==> config.mk <==
export PLATFORM = sky130hd
export DESIGN_NAME = spi_cs_port
export DESIGN_NICKNAME = d
export VERILOG_FILES = /design/src/rtl/spi_cs_pkg.sv /design/src/rtl/spi_cs_engine.sv /design/src/rtl/spi_cs_master_gen.sv /design/src/rtl/spi_cs_slave_front.sv /design/src/rtl/spi_cs_port.sv
export SDC_FILE = /design/constraint.sdc
export NUM_CORES = 1
export LEC_CHECK = 0
export BUFFER_PORTS_ARGS = -buffer_cell sky130_fd_sc_hd__buf_4
export CAP_MARGIN = 20
export CORE_ASPECT_RATIO = 1.4
export CORE_MARGIN = 2
export CORE_UTILIZATION = 30
export CTS_CLUSTER_SIZE = 8
export DETAILED_ROUTE_END_ITERATION = 6
export RECOVER_POWER = 25
export SYNTH_ARGS = -nofsm -noshare
export SYNTH_HDL_FRONTEND = slang
export SYNTH_SLANG_ARGS = --single-unit
==> constraint.sdc <==
create_clock -name clk -period 4 [get_ports clk]
set_input_delay 0.2 -clock clk [delete_from_list [all_inputs] [get_ports clk]]
set_output_delay 0.2 -clock clk [all_outputs]
set_load 0.005 [all_outputs]
==> src/rtl/spi_cs_pkg.sv <==
package spi_cs_pkg;

    localparam int WORD_W = 32;
    localparam int CNT_W  = $clog2(WORD_W + 1);

    typedef enum logic [1:0] {
        MS_IDLE,
        MS_LEAD,
        MS_RUN,
        MS_GAP
    } mst_state_e;

    // One cycle events that drive the shift engine
    typedef struct packed {
        logic load;
        logic lead;
        logic trail;
        logic abort;
    } edge_ev_t;

    function automatic logic [CNT_W-1:0] word_bits(input logic [2:0] code);
        case (code)
            3'd0:    return CNT_W'(8);
            3'd1:    return CNT_W'(12);
            3'd2:    return CNT_W'(16);
            3'd3:    return CNT_W'(20);
            3'd4:    return CNT_W'(24);
            default: return CNT_W'(32);
        endcase
    endfunction

endpackage

==> src/rtl/spi_cs_engine.sv <==
module spi_cs_engine
    import spi_cs_pkg::*;
#(
    parameter int W  = WORD_W,
    parameter int CW = CNT_W
) (
    input  logic          clk,
    input  logic          rst,
    input  edge_ev_t      ev,
    input  logic [W-1:0]  hold_word,
    input  logic [CW-1:0] nbits,
    input  logic          early,
    input  logic          dr,
    output logic          dx,
    output logic          done,
    output logic [W-1:0]  rx_word
);

    localparam logic [CW-1:0] W_C = CW'(W);

    logic [W-1:0]  tx_sr;
    logic [CW-1:0] cnt;
    logic          first;
    logic          smp;
    logic          lau;

    always_comb begin
        smp = early ? ev.lead  : ev.trail;
        lau = early ? ev.trail : ev.lead;
    end

    always_ff @(posedge clk) begin
        if (rst) begin
            tx_sr   <= '0;
            rx_word <= '0;
            cnt     <= '0;
            first   <= 1'b0;
            done    <= 1'b0;
        end else begin
            done <= 1'b0;
            if (ev.load) begin
                tx_sr   <= hold_word << (W_C - nbits);
                rx_word <= '0;
                cnt     <= '0;
                first   <= 1'b1;
            end else begin
                if (ev.abort) begin
                    cnt <= '0;
                end else if (smp && cnt != nbits) begin
                    rx_word <= {rx_word[W-2:0], dr};
                    cnt     <= cnt + CW'(1);
                    if (cnt + CW'(1) == nbits)
                        done <= 1'b1;
                end
                if (lau) begin
                    if (!early && first)
                        first <= 1'b0;
                    else
                        tx_sr <= tx_sr << 1;
                end
            end
        end
    end

    assign dx = tx_sr[W-1];

    // transmit data only moves on a launch edge or a load
    a_r8_dx_moves_on_launch_only: assert property (@(posedge clk) disable iff (rst)
        (!lau && !ev.load) |=> $stable(dx));

endmodule

==> src/rtl/spi_cs_master_gen.sv <==
module spi_cs_master_gen
    import spi_cs_pkg::*;
#(
    parameter int DIV_W = 8,
    parameter int CW    = CNT_W
) (
    input  logic             clk,
    input  logic             rst,
    input  logic             go,
    input  logic [DIV_W-1:0] div,
    input  logic [CW-1:0]    nbits,
    output edge_ev_t         ev,
    output logic             ss_n,
    output logic             ph
);

    mst_state_e       st;
    logic [DIV_W-1:0] hcnt;
    logic [CW:0]      ecnt;
    logic             tick;
    logic             last_edge;

    assign tick      = (hcnt == div);
    assign last_edge = (ecnt == {nbits, 1'b0});

    always_comb begin
        ev       = '0;
        ev.load  = (st == MS_IDLE) && go;
        ev.lead  = tick && ((st == MS_LEAD) ||
                            (st == MS_RUN && !last_edge && !ecnt[0]));
        ev.trail = tick && (st == MS_RUN) && !last_edge && ecnt[0];
    end

    always_ff @(posedge clk) begin
        if (rst) begin
            st   <= MS_IDLE;
            hcnt <= '0;
            ecnt <= '0;
            ss_n <= 1'b1;
            ph   <= 1'b0;
        end else begin
            if (st == MS_IDLE || tick)
                hcnt <= '0;
            else
                hcnt <= hcnt + DIV_W'(1);
            case (st)
                MS_IDLE: if (go) begin
                    st   <= MS_LEAD;
                    ss_n <= 1'b0;
                    ecnt <= '0;
                end
                MS_LEAD: if (tick) begin
                    st   <= MS_RUN;
                    ph   <= ~ph;
                    ecnt <= {{CW{1'b0}}, 1'b1};
                end
                MS_RUN: if (tick) begin
                    if (last_edge) begin
                        st   <= MS_GAP;
                        ss_n <= 1'b1;
                    end else begin
                        ph   <= ~ph;
                        ecnt <= ecnt + {{CW{1'b0}}, 1'b1};
                    end
                end
                MS_GAP: if (tick) st <= MS_IDLE;
                default: st <= MS_IDLE;
            endcase
        end
    end

    // the clock phase only changes on a divider tick
    a_r6_phase_steady_between_ticks: assert property (@(posedge clk) disable iff (rst)
        !tick |=> $stable(ph));

    // the clock is back home when the select is released
    a_r7_phase_home_on_release: assert property (@(posedge clk) disable iff (rst)
        $rose(ss_n) |-> !ph);

endmodule

==> src/rtl/spi_cs_slave_front.sv <==
module spi_cs_slave_front
    import spi_cs_pkg::*;
#(
    parameter int SYNC = 2
) (
    input  logic     clk,
    input  logic     rst,
    input  logic     active,
    input  logic     idle_hi,
    input  logic     sck_i,
    input  logic     ss_n_i,
    output edge_ev_t ev
);

    logic [SYNC-1:0] sck_s;
    logic [SYNC-1:0] ss_s;
    logic            sck_d;
    logic            ss_d;
    logic            sck_now;
    logic            ss_now;
    logic            chg;

    assign sck_now = sck_s[SYNC-1];
    assign ss_now  = ss_s[SYNC-1];

    always_ff @(posedge clk) begin
        if (rst) begin
            sck_s <= {SYNC{idle_hi}};
            ss_s  <= '1;
            sck_d <= idle_hi;
            ss_d  <= 1'b1;
        end else begin
            sck_s <= {sck_s[SYNC-2:0], sck_i};
            ss_s  <= {ss_s[SYNC-2:0], ss_n_i};
            sck_d <= sck_now;
            ss_d  <= ss_now;
        end
    end

    always_comb begin
        ev       = '0;
        ev.load  = active && ss_d && !ss_now;
        ev.abort = active && !ss_d && ss_now;
        chg      = active && !ss_now && !ss_d && (sck_now != sck_d);
        ev.lead  = chg && (sck_now != idle_hi);
        ev.trail = chg && (sck_now == idle_hi);
    end

endmodule

==> src/rtl/spi_cs_port.sv <==
module spi_cs_port
    import spi_cs_pkg::*;
#(
    parameter int DIV_W = 8,
    parameter int SYNC  = 2
) (
    input  logic              clk,
    input  logic              rst,
    input  logic [1:0]        cfg_stop_mode,
    input  logic              cfg_idle_high,
    input  logic              cfg_master,
    input  logic [2:0]        cfg_len_code,
    input  logic [DIV_W-1:0]  cfg_div,
    input  logic              tx_wr,
    input  logic [WORD_W-1:0] tx_data,
    output logic              tx_ready,
    input  logic              rx_rd,
    output logic [WORD_W-1:0] rx_data,
    output logic              rx_ready,
    output logic              sck_o,
    output logic              sck_oe,
    input  logic              sck_i,
    output logic              ss_n_o,
    output logic              ss_oe,
    input  logic              ss_n_i,
    output logic              dx,
    input  logic              dr
);

    logic              en;
    logic [CNT_W-1:0]  nbits;
    logic [WORD_W-1:0] hold_q;
    logic [WORD_W-1:0] rx_word;
    logic              eng_done;
    logic              m_ph;
    edge_ev_t          m_ev;
    edge_ev_t          s_ev;
    edge_ev_t          ev;

    assign en     = cfg_stop_mode[1];
    assign nbits  = word_bits(cfg_len_code);
    assign ev     = cfg_master ? m_ev : s_ev;
    assign sck_o  = m_ph ^ cfg_idle_high;
    assign sck_oe = en && cfg_master;
    assign ss_oe  = en && cfg_master;

    spi_cs_master_gen #(.DIV_W(DIV_W), .CW(CNT_W)) u_mst (
        .clk   (clk),
        .rst   (rst),
        .go    (en && cfg_master && !tx_ready),
        .div   (cfg_div),
        .nbits (nbits),
        .ev    (m_ev),
        .ss_n  (ss_n_o),
        .ph    (m_ph)
    );

    spi_cs_slave_front #(.SYNC(SYNC)) u_slv (
        .clk     (clk),
        .rst     (rst),
        .active  (en && !cfg_master),
        .idle_hi (cfg_idle_high),
        .sck_i   (sck_i),
        .ss_n_i  (ss_n_i),
        .ev      (s_ev)
    );

    spi_cs_engine #(.W(WORD_W), .CW(CNT_W)) u_eng (
        .clk       (clk),
        .rst       (rst),
        .ev        (ev),
        .hold_word (hold_q),
        .nbits     (nbits),
        .early     (cfg_stop_mode[0]),
        .dr        (dr),
        .dx        (dx),
        .done      (eng_done),
        .rx_word   (rx_word)
    );

    always_ff @(posedge clk) begin
        if (rst) begin
            hold_q   <= '0;
            tx_ready <= 1'b1;
            rx_data  <= '0;
            rx_ready <= 1'b0;
        end else begin
            if (tx_wr) begin
                hold_q   <= tx_data;
                tx_ready <= 1'b0;
            end else if (ev.load) begin
                tx_ready <= 1'b1;
            end
            if (eng_done) begin
                rx_data  <= rx_word;
                rx_ready <= 1'b1;
            end else if (rx_rd) begin
                rx_ready <= 1'b0;
            end
        end
    end


    a_r4_load_sets_tx_ready: assert property (@(posedge clk) disable iff (rst)
        (ev.load && !tx_wr) |=> tx_ready);
    a_r4_write_clears_tx_ready: assert property (@(posedge clk) disable iff (rst)
        tx_wr |=> !tx_ready);

    a_r5_done_sets_rx_ready: assert property (@(posedge clk) disable iff (rst)
        eng_done |=> rx_ready);
    a_r5_read_clears_rx_ready: assert property (@(posedge clk) disable iff (rst)
        (rx_rd && !eng_done) |=> !rx_ready);

    a_r2_holding_waits_when_off: assert property (@(posedge clk) disable iff (rst)
        (!en && !tx_wr) |=> $stable(tx_ready));

    a_r7_idle_level_when_deselected: assert property (@(posedge clk) disable iff (rst)
        (cfg_master && ss_n_o) |-> (sck_o == cfg_idle_high));

endmodule

Word level (Yosys, flattened, before mapping). Index checks and enable logic that the tools add are counted.

Flip-flop bits (word level): 163. Bits of input ports: 54. Output and inout port bits: 39. Word-level logic and storage cells: 134.

Add/subtract/negate cells: 4. Equal/unequal tests: 21. Shift operators: 1. Muxes and demuxes: 36. Bitwise gates (word level): 4. Reductions and logical operators: 50.

Operators with widths (count): 2-to-1 mux 32 bit (3); << shifter 32 x 6 -> 32 bit (1); case mux 6 bit (5 select lines) (1); 2-to-1 mux 7 bit (4); logical AND 1 bit (21); case mux 7 bit (3 select lines) (1); 2-to-1 mux 1 bit (17); 2-to-1 mux 2 bit (6); nonzero test 2 bit (6); inequality test 2 x 1 -> 1 bit (second input constant) (5); AND reduction 5 bit (2); adder 8 x 1 -> 8 bit (second input constant) (1); equality test 8 bit (1); case mux 2 bit (4 select lines) (1); AND reduction 4 bit (2); adder 7 x 1 -> 7 bit (second input constant) (1); equality test 7 bit (1); logical NOT 1 bit (7); adder 6 x 1 -> 6 bit (second input constant) (1); equality test 3 x 2 -> 1 bit (second input constant) (2); equality test 6 bit (1); inequality test 6 bit (1); AND reduction 2 bit (3); subtractor 6 bit (first input constant) (1); 18 further kinds (26).

Longest topological paths before layout. Gate-level depths: netlist (run 1).

Depth after elaboration: 13. Depth in mapped cells: 11.

Modules after synthesis. From an unflattened synthesis (run 1), not the netlist that was laid out.

Cells, all modules: 924. Area total of the unflattened synthesis: 8926.1 µm².

Modules (own cells, without submodules): spi_cs_engine (times used 1, cells an instance 529, area an instance 5022.3 µm²); spi_cs_port (times used 1, cells an instance 229, area an instance 2468.6 µm²); spi_cs_master_gen (times used 1, cells an instance 140, area an instance 1198.6 µm²); spi_cs_slave_front (times used 1, cells an instance 26, area an instance 236.5 µm²).

Worst setup path before layout (run 1). No wires, ideal clock.

Path type: reg2reg. From: register u_mst.st[0]. To: register u_eng.done. Library setup time: 0.114 ns. Arrival time: 2.208 ns. Data required time: 3.886 ns. Setup slack: 1.678 ns. Stages on the path, launching flop included: 11. Clock period less this slack: 2.322 ns. Path through: dfxtp_1 -> inv_1 -> ha_1 -> nor2b_1 -> and2_1 -> o21ai_0 -> nand2b_1 -> clkbuf_1 -> a21oi_1 -> o211ai_1 -> a2111oi_0.

Longest elaborated chain between the ends: 10. Elaborated cells between the ends (all ways): 16. Those cells by class: 2 x eq/ne; 2 x mux; 1 x bitwise; 11 x reduce/logical.

RTL lines: start, declared (line spi_cs_master_gen.sv:17) `mst_state_e st;`; start signal, assigned (line spi_cs_master_gen.sv:36) `st <= MS_IDLE;`; start signal, assigned (line spi_cs_master_gen.sv:48) `st <= MS_LEAD;`; start signal, assigned (line spi_cs_master_gen.sv:53) `st <= MS_RUN;`; equality test 2 bit (line spi_cs_master_gen.sv:30, spi_cs_master_gen.sv:31); logical AND 1 bit (2 in series) (line spi_cs_master_gen.sv:30) `(st == MS_RUN && !last_edge && !ecnt[0]));`; logical OR 1 bit (line spi_cs_master_gen.sv:29) `ev.lead = tick && ((st == MS_LEAD) ||`; logical AND 1 bit (line spi_cs_master_gen.sv:29); 2-to-1 mux 4 bit (*) (line spi_cs_port.sv:42) `assign ev = cfg_master ? m_ev : s_ev;`; 2-to-1 mux 1 bit (line spi_cs_engine.sv:28) `smp = early ? ev.lead : ev.trail;`; logical AND 1 bit (line spi_cs_engine.sv:49) `end else if (smp && cnt != nbits) begin`; inverter 1 bit (no line); OR reduction 4 bit (no line) (*); end signal, assigned (line spi_cs_engine.sv:38) `done <= 1'b0;`; end signal, assigned (line spi_cs_engine.sv:40) `done <= 1'b0;`; end signal, assigned (line spi_cs_engine.sv:53) `done <= 1'b1;`; end, declared (line spi_cs_engine.sv:15) `output logic done,`.

Every way passes the cells marked *; elsewhere a longest branch is shown, timed or not. A chain may end at the register's enable or synchronous reset.

==> flow_metrics.py, run 1 <==
metrics = {
    "floorplan": {
        "rows": 71,
        "die_w_um": 142,
        "die_area_um2": 28200,
        "dieHeight_um": 198,
        "ios": 93,
        "coreArea_um2": 26700,
        "start_util_pct": 30.2,
    },
    "yosys": {
        "synth_top_area_share_pct": 40.5,
        "synth_area_leader_cell": "dfxtp_1",
        "syn_inst": 919,
        "synth_seq_cells": 163,
        "synth_flop_cell": "dfxtp_1",
        "synth.net_count": 982,
        "syn-cell-area_um2": 8050,
        "synth_edf_count": 0,
        "yosys-top-cells-area": "dfxtp_1 41%, mux2i_1 9.4%, nor2_1 5.5%",
        "yosysUniqueCellTypes": 69,
        "postSynthAreaPerCell_um2": 8.76,
        "ys_warn_count": 0,
        "async_reset_ff_share_pct": 0,
        "ys_seq_area_share_pct": 40.5,
    },
    "global_routing": {
        "grt_max_degree": 68,
        "groute.usage.overall_pct": 15.0,
        "grt_pass1_wl_mm": 33.7,
        "overflow": 0,
        "antenna_found_initial": 0,
        "first_global_vias": 6420,
    },
    "finish": {
        "nets": 1049,
        "antenna_cells": 0,
        "drive_above_1_share_pct": 16.9,
        "stdcell_area_um2": 9680,
        "final_cell_mix": "162 x dfxtp_1, 117 x nor2_1, 76 x mux2i_1",
        "final_common_cell": "dfxtp_1",
        "syn_to_final_growth_pct": 20.2,
        "fin_cells": 1327,
    },
    "placed_design": {
        "gp_routability_congestion": 0.826,
        "portBuffers": 92,
        "pre_cts_ws_ns": 1.21,
        "place_inst": 1275,
        "dp_hpwl_mm": 14.3,
        "dpl_cell_area_um2": 8920,
    },
    "detailed_routing": {
        "drt_pass1_iterations": 5,
        "wl_mm": 21.0,
        "met1_length_mm": 8.89,
        "viasPerCell": 5.18,
        "wl_per_cell_um": 15.8,
        "top_layer": "met4",
        "detail-route-antenna-nets": 0,
        "met2_length_mm": 10.7,
        "drtIter0Drc": 437,
        "drcViolationCount": 0,
        "routed-wl-met3_um": 702,
        "vias": 6871,
    },
    "sta": {
        "setup_violations": 0,
        "final.min_clock_period_ns": 3.25,
        "clock.fmax_mhz": 308,
        "relSlewSlack_pct": -98.6,
        "rsz0062_at_grt": "no",
        "period_share_pct": 81.2,
        "fin_tns_setup_ns": 0,
        "hold_viol": 0,
        "tightest_slew_ns": 2.98,
        "report.final.slew_viol_count": 68,
        "skew_ns": 0.00958,
        "fin_ws_ns": 0.750,
    },
    "critical_path": {
        "crit_path_end": "u_eng.tx_sr[28]",
        "crit_type": "primary input to flip-flop",
        "r2r-start": "u_mst.st[0]",
        "r2r_end": "u_eng.done",
        "rrSetupSlack_ns": 1.11,
        "end_kind": "flip-flop",
        "critPathMaxFanout": 67,
        "startpoint_type": "primary input",
        "worstSetupStartpoint": "rst",
        "r2r_cells": 10,
        "required_ns": 4.33,
        "arrival_ns": 3.58,
    },
    "power": {
        "p_leak_nw": 3.54,
        "vdd_drop_max_uv": 292,
        "total_power_w": 0.00397,
        "powerDensity_nw_per_um2": 410,
    },
    "worst_hold_path": {
        "hold_class": "primary input to flip-flop",
    },
    "clock_tree": {
        "root_buffer": "clkbuf_16",
        "clk_pin_slew_ns": 0.06,
        "numClockSinks": 163,
        "clock_latency_ns": 0.43,
        "clockBufferDepth": 2,
        "htreeDepth": 4,
        "cts_tree": "built",
        "numCtsBuffers": 17,
    },
    "flow_run": {
        "drv_cap": 1,
    },
    "status": {
        "violations": "max-capacitance violations, max-slew violations",
        "outcome": "complete, but fails checks",
    },
}
==> report_power, final <==
group	internal [W]	switching, W
Clock	0.000978	0.000683
Sequential	0.00169	0.0000625
Combinational	0.000247	0.000310
Total	0.00292	0.00106
==> kinds of logic (layout without fill, tap and decap cells) <==
kind of cell / count (synthesis) / after routing / share of synthesized area [%]
compound gates: 235 / 235 / 19.6
xor+xnor: 25 / 25 / 2.72
fa+ha+maj: 9 / 9 / 1.40
buf+inv: 102 / 182 / 5.69
flops: 163 / 163 / 40.5
mux: 91 / 91 / 12.3
simple gates: 294 / 294 / 17.8
==> flip-flops by register name (all words and copies together), names as in the netlist, 6 cells and up <==
name and cells:
u_mst.ecnt 7, u_eng.cnt 6, rx_data 32, hold_q 32, u_eng.tx_sr 32, u_eng.rx_word 32
u_mst.hcnt 8
==> stage by stage <==
stage | hold WS, ns | utilization [%]
2_1_floorplan | 0.304 | -
3_3_place_gp | 0.395 | 33.4
3_5_place_dp | 0.394 | 33.5
4_1_cts | 0.000522 | 36.5
5_1_grt | 0.00739 | 36.3
6_report | 0.0106 | 36.3
==> Yosys cell counts, types with 6 or more instances <==
cell type / instances
mux2i_1: 76
a2111oi_0: 8
buf_6: 7
inv_1: 25
buf_1: 6
nor2_1: 117
a2111oi_1: 14
nor2b_1: 11
xor2_1: 9
xnor2_1: 16
or3_1: 8
nand2_1: 31
mux2_2: 8
o21bai_1: 7
nand3_1: 49
clkbuf_1: 54
a21oi_1: 66
buf_2: 6
dfxtp_1: 163
ha_1: 9
a221oi_1: 8
nor3_1: 33
o21ai_0: 66
nand2b_1: 14
a22oi_1: 6
==> layer usage <==
layer  vias up  track usage [%]
met5         -                0
met4         0             7.04
met3        46             2.76
met2       137             26.0
met1      3277             17.8
li1       3411                -
==> how the worst min path moves through the flow <==
stage	from	endpoint	slack (ns)	depth (start not counted)
after detailed placement	ss_n_i	u_slv.ss_s[0]	0.39	2
after global placement	ss_n_i	u_slv.ss_s[0]	0.40	2
after global routing	tx_data[11]	hold_q[11]	0.007	3
final	tx_data[2]	hold_q[2]	0.01	3
after floorplan	ss_n_i	u_slv.ss_s[0]	0.30	1
after CTS	tx_data[2]	hold_q[2]	0.0005	3
==> worst max-delay path: stages <==
cell and delay (ns):
clkbuf_1 0.14, clkbuf_1 2.12, buf_4 0.78, a221oi_1 0.13
o31a_1 0.16
==> timing repair <==
| action | 4_1_cts | 5_1_grt |
|---|---|---|
| endpoints found under the hold margin | 20 | 0 |
| setup buffers | 0 | 0 |
| gates resized for setup | 0 | 0 |
| hold buffers | 20 | 0 |
==> final cells by class <==
type	count	area [µm²]
multi-input combinational	654	4340
sequential	163	3260
clock buffer	23	478
tap	328	410
timing repair buffer	125	975
inverter	25	93.8
fill	2773	17000
clock inverter	9	119
Note: power is estimated with default switching activity, not from simulation.
==> run 2, diff against run 1 <==
==> constraint.sdc (replaced) <==
create_clock -name clk -period 3.4 [get_ports clk]
set_input_delay 0.17 -clock clk [delete_from_list [all_inputs] [get_ports clk]]
set_output_delay 0.17 -clock clk [all_outputs]
set_load 0.005 [all_outputs]
==> run 2 against run 1 <==
The run still ends with max-capacitance violations, max-slew violations left. Clock power increased by 20%. Count of clock-buffer cells in the layout decreased by 5. Sequential share of layout area decreased by 0.61 points. Die area unchanged. Global-route usage increased by 0.30 points. Combinational power increased by 21%. Non-clock buffer count increased by 20. Design area increased by 1.8%. Hold slack improved by 0.027 ns. Via count increased by 1.6%.
==> flow_metrics.py, run 2 (synthesized netlist as in run 1, its figures left out) <==
metrics = {
    "status": {
        "outcome": "complete, but fails checks",
        "violations": "max-capacitance violations, max-slew violations",
    },
    "placed_design": {
        "dp_hpwl_mm": 14.5,
        "dpl_cell_area_um2": 8940,
        "portBuffers": 92,
        "gp_routability_congestion": 0.913,
    },
    "clock_tree": {
        "htreeDepth": 4,
        "post-cts-setup-buffer-count": 0,
        "cts_tree": "built",
        "root_buffer": "clkbuf_16",
        "clk_pin_slew_ns": 0.07,
        "numCtsBuffers": 17,
        "clockBufferDepth": 2,
        "clock_latency_ns": 0.44,
        "numClockSinks": 163,
    },
    "global_routing": {
        "grt_pass1_wl_mm": 34.4,
        "grt_max_degree": 74,
        "first_global_vias": 6745,
        "antenna_found_initial": 0,
        "overflow": 0,
        "groute.usage.overall_pct": 15.3,
    },
    "finish": {
        "final_cell_mix": "162 x dfxtp_1, 117 x nor2_1, 76 x mux2i_1",
        "final_common_cell": "dfxtp_1",
        "syn_to_final_growth_pct": 22.5,
        "stdcell_area_um2": 9860,
        "nets": 1069,
        "fill_cells": 2693,
        "antenna_cells": 0,
        "drive_above_1_share_pct": 17.0,
    },
    "critical_path": {
        "rrSetupSlack_ns": 0.67,
        "r2r_end": "u_eng.tx_sr[27]",
        "critPathMaxFanout": 46,
        "required_ns": 3.68,
        "startpoint_type": "flip-flop",
        "cpPeakStageDelay_ns": 0.46,
        "worstSetupStartpoint": "u_mst.hcnt[0]",
        "arrival_ns": 3.02,
        "crit_type": "flip-flop to flip-flop",
        "r2r_cells": 8,
        "crit_path_end": "u_eng.tx_sr[27]",
        "cpMaxStageDelayCell": "nor4_4",
        "r2r-start": "u_mst.hcnt[0]",
        "end_kind": "flip-flop",
        "crit_chain": "xnor2_1, nand4_2, nor4_4, o2111ai_1, nand3_2, buf_12, nor3_1, a2111oi_0",
    },
    "floorplan": {
        "coreArea_um2": 26700,
        "ios": 93,
        "dieHeight_um": 198,
        "start_util_pct": 30.2,
        "rows": 71,
        "die_w_um": 142,
        "die_area_um2": 28200,
    },
    "power": {
        "p_sw_share_pct": 26.8,
        "vdd_drop_max_uv": 296,
        "p_int_w": 0.00346,
        "seq_power_share_pct": 43.7,
        "p_switching_w": 0.00126,
        "p_leak_nw": 3.62,
        "powerDensity_nw_per_um2": 479,
        "p_comb_share_pct": 14.2,
        "p_clk_share_pct": 42.1,
    },
    "sta": {
        "report.final.slew_viol_count": 74,
        "skew_ns": 0.00908,
        "setup_violations": 0,
        "period_share_pct": 80.3,
        "rsz0062_at_grt": "no",
        "final.min_clock_period_ns": 2.73,
        "clock.fmax_mhz": 366,
        "fin_tns_setup_ns": 0,
        "hold_viol": 0,
        "relSlewSlack_pct": -1.90,
        "tightest_slew_ns": 1.53,
    },
    "flow_run": {
        "drv_cap": 1,
    },
    "detailed_routing": {
        "viasPerCell": 5.18,
        "wl_per_cell_um": 15.8,
        "detail-route-antenna-nets": 0,
        "drtIter0Drc": 419,
        "drt_pass1_iterations": 5,
        "vias": 6979,
        "wl_mm": 21.2,
        "drcViolationCount": 0,
    },
    "worst_hold_path": {
        "hold_class": "primary input to flip-flop",
    },
}
-- run 2: cell count changes in the layout (fill, tap and decap cells not counted), moves of 2 or more --
cell,before,now
clkbuf_8,3,0
clkbuf_4,31,29
dlygate4sd3_1,20,36
clkinv_2,0,3
buf_4,64,66
clkbuf_2,0,2
-- run 2: power by group through the flow --
| stage | Clock [W] | Combinational, W | Sequential, W |
|---|---|---|---|
| 6_report | 0.00199 | 0.000672 | 0.00206 |
| 5_1_grt | 0.00212 | 0.000745 | 0.00207 |
| 4_1_cts | 0.00205 | 0.000680 | 0.00206 |
| 3_5_place_dp | 0 | 0.000643 | 0.00211 |
| 3_3_place_gp | 0 | 0.000637 | 0.00210 |
| 2_1_floorplan | 0 | 0.000468 | 0.00208 |
-- run 2: critical path, delay by kind of cell, from the launching register on --
kind                      cells  cell delay (ns)
AOI/OAI and AO/OA             2             0.62
DFF                           1             0.43
and+or+nand+nor               4             1.08
buffers and inverters         1             0.26
xor gates and xnor gates      1             0.16
-- run 2: through the flow --
stage / util [%] / hold WS (ns) / power (W) / setup WS [ns] / std cells
after detailed placement: 33.5 / 0.360 / 0.00275 / 0.609 / 1279
after floorplan: - / 0.274 / 0.00254 / 1.08 / 919
after global routing: 37.0 / 0.0543 / 0.00493 / 0.446 / 1347
after global placement: 33.5 / 0.362 / 0.00274 / 0.675 / 1279
after CTS: 37.2 / 0.0198 / 0.00479 / 0.671 / 1347
final: 37.0 / 0.0373 / 0.00472 / 0.669 / 1347
-- run 2: worst min path at each step --
| stage | depth (start not counted) | end | start | slack (ns) |
|---|---|---|---|---|
| after floorplan | 1 | u_slv.ss_s[0] | ss_n_i | 0.27 |
| after global routing | 4 | rx_ready | rx_rd | 0.05 |
| after CTS | 4 | rx_ready | rx_rd | 0.02 |
| after global placement | 2 | u_slv.ss_s[0] | ss_n_i | 0.36 |
| after detailed placement | 2 | u_slv.ss_s[0] | ss_n_i | 0.36 |
| final | 4 | rx_ready | rx_rd | 0.04 |
-- run 2: cell type report --
type                    count  area [µm²]  share of cell area, %
repair buffers            145        1140                   11.6
clock buffers              18         429                   4.35
flip-flops and latches    163        3260                   33.1
multi-input cells         654        4340                   44.0
well taps                 328         410                   4.16
clock inverters            14         176                   1.79
inverters                  25        93.8                  0.952
-- run 2: repair_timing --
action	in CTS	in global routing
hold endpoints to repair	36	0
resized for setup	0	0
hold buffers	36	0
endpoints found under the setup margin	0	0
-- run 2: metal layers --
| metal | up-vias | share of wire [%] | track usage [%] |
|---|---|---|---|
| met2 | 134 | 52 | 26.9 |
| met4 | 0 | 2.8 | 6.89 |
| li1 | 3466 | - | - |
| met1 | 3338 | 42 | 17.8 |
| met5 | - | 0 | 0 |
| met3 | 41 | 3.3 | 3.05 |
==> run 3, diff against run 2 <==
==> constraint.sdc (replaced) <==
create_clock -name clk -period 2.4 [get_ports clk]
set_input_delay 0.12 -clock clk [delete_from_list [all_inputs] [get_ports clk]]
set_output_delay 0.12 -clock clk [all_outputs]
set_load 0.005 [all_outputs]
==> run 3 against run 2 <==
The run now ends clean. Design area increased by 4.9%. Sequential share of layout area decreased by 1.5 points. Count of clock-buffer cells in the layout unchanged. Non-clock buffer count increased by 30. Critical path depth unchanged. Wire length increased by 3.0%. Core utilization increased by 1.8 points.
==> flow_metrics.py, run 3 (synthesized netlist as in run 1, its figures left out) <==
metrics = {
    "worst_hold_path": {
        "hold_depth": 4,
        "hold_class": "primary input to flip-flop",
    },
    "critical_path": {
        "crit_path_end": "u_eng.cnt[3]",
        "r2r_end": "u_eng.cnt[3]",
        "r2r-start": "u_mst.hcnt[5]",
        "critPathMaxFanout": 5,
        "crit_type": "flip-flop to flip-flop",
        "rrSetupSlack_ns": 0.07,
        "worstSetupStartpoint": "u_mst.hcnt[5]",
        "required_ns": 2.77,
        "r2r_cells": 8,
        "startpoint_type": "flip-flop",
        "end_kind": "flip-flop",
        "arrival_ns": 2.70,
    },
    "placed_design": {
        "pre_cts_ws_ns": 0.0453,
        "dpl_cell_area_um2": 9160,
        "dp_hpwl_mm": 14.8,
        "gp_routability_congestion": 0.825,
        "portBuffers": 92,
    },
    "power": {
        "p_int_w": 0.00486,
        "seq_power_share_pct": 43.5,
        "powerDensity_nw_per_um2": 648,
        "p_sw_share_pct": 27.5,
        "p_comb_share_pct": 15.7,
        "p_switching_w": 0.00184,
        "p_clk_share_pct": 40.8,
        "vdd_drop_max_uv": 513,
        "p_leak_nw": 3.89,
        "total_power_w": 0.00670,
    },
    "clock_tree": {
        "root_buffer": "clkbuf_16",
        "clock_latency_ns": 0.44,
        "clk_pin_slew_ns": 0.07,
        "cts_tree": "built",
        "clockBufferDepth": 2,
        "numCtsBuffers": 17,
        "numClockSinks": 163,
        "htreeDepth": 4,
    },
    "sta": {
        "clock.fmax_mhz": 429,
        "report.final.slew_viol_count": 0,
        "fin_tns_setup_ns": 0,
        "relSlewSlack_pct": 41.7,
        "setup_violations": 0,
        "rsz0062_at_grt": "yes",
        "final.min_clock_period_ns": 2.33,
        "hold_viol": 0,
        "fin_ws_ns": 0.0710,
        "skew_ns": 0.00663,
        "tightest_slew_ns": 0.874,
        "period_share_pct": 97.0,
    },
    "finish": {
        "fill_cells": 2706,
        "antenna_cells": 0,
        "nets": 1099,
        "drive_above_1_share_pct": 21.7,
        "final_common_cell": "dfxtp_1",
        "stdcell_area_um2": 10300,
        "utilization_pct": 38.8,
        "syn_to_final_growth_pct": 28.4,
        "final_cell_mix": "157 x dfxtp_1, 123 x buf_4, 117 x nor2_1",
    },
    "detailed_routing": {
        "detail-route-antenna-nets": 0,
        "drcViolationCount": 0,
        "drtIter0Drc": 426,
        "wl_per_cell_um": 15.9,
        "vias": 7144,
        "wl_mm": 21.9,
        "viasPerCell": 5.19,
        "drt_pass1_iterations": 4,
    },
    "flow_run": {
        "drv_cap": 0,
    },
    "floorplan": {
        "rows": 71,
        "die_area_um2": 28200,
        "ios": 93,
        "start_util_pct": 30.2,
        "coreArea_um2": 26700,
        "dieHeight_um": 198,
        "die_w_um": 142,
    },
    "global_routing": {
        "grt_pass1_wl_mm": 34.2,
        "groute.usage.overall_pct": 15.2,
        "overflow": 0,
        "grt_max_degree": 83,
        "first_global_vias": 6767,
        "antenna_found_initial": 0,
    },
    "status": {
        "outcome": "finished clean",
    },
}
-- run 3: timing repair --
action | 4_1_cts | 5_1_grt
hold endpoints to repair | 38 | 0
setup buffers | 0 | 3
endpoints found under the setup margin | 0 | 71
resized for setup | 0 | 31
hold buffers | 37 | 0
-- run 3: how the worst min path moves through the flow --
stage                          from             to  slack, ns
floorplan                    ss_n_i  u_slv.ss_s[0]       0.22
global placement             ss_n_i  u_slv.ss_s[0]       0.31
detailed placement           ss_n_i  u_slv.ss_s[0]       0.32
CTS                 cfg_len_code[1]     u_eng.done       0.11
global route        cfg_len_code[1]     u_eng.done       0.13
finish              cfg_len_code[1]     u_eng.done       0.12
-- run 3: per-layer routing --
metal  up-vias  global-route usage, %  share of wire, %
met5         -                      0                 0
met2       152                   27.7                53
met4         0                   7.22               3.2
met1      3416                   16.9                40
li1       3532                      -                 -
met3        44                   2.78               3.1
-- run 3: power groups by stage --
stage	Sequential (W)	Combinational (W)	Clock, W
finish	0.00291	0.00105	0.00273
detailed placement	0.00297	0.000976	0
global route	0.00293	0.00115	0.00290
CTS	0.00291	0.00103	0.00281
floorplan	0.00294	0.000664	0
global placement	0.00297	0.000963	0
-- run 3: critical path: stages, from the launching register on --
cell and delay (ns):
dfxtp_4 0.36, xnor2_4 0.15, nand4_4 0.17, nor4_4 0.40, buf_4 0.18, or4b_4 0.54
buf_12 0.18, a21oi_4 0.11, mux2i_1 0.18
-- run 3: metrics by stage --
step / hold slack (ns) / instances
2_1_floorplan: 0.224 / 919
3_5_place_dp: 0.322 / 1302
4_1_cts: 0.106 / 1371
3_3_place_gp: 0.314 / 1302
5_1_grt: 0.129 / 1377
6_report: 0.125 / 1377
-- run 3: cell type report --
class                      count  area (µm²)  share of cell area, %
multi-input combinational    654        4460                   43.2
clock inverter                14         151                   1.46
tap                          328         410                   3.97
clock buffer                  18         429                   4.15
inverter                      25        93.8                  0.907
timing repair buffer         175        1520                   14.7
sequential                   163        3270                   31.6
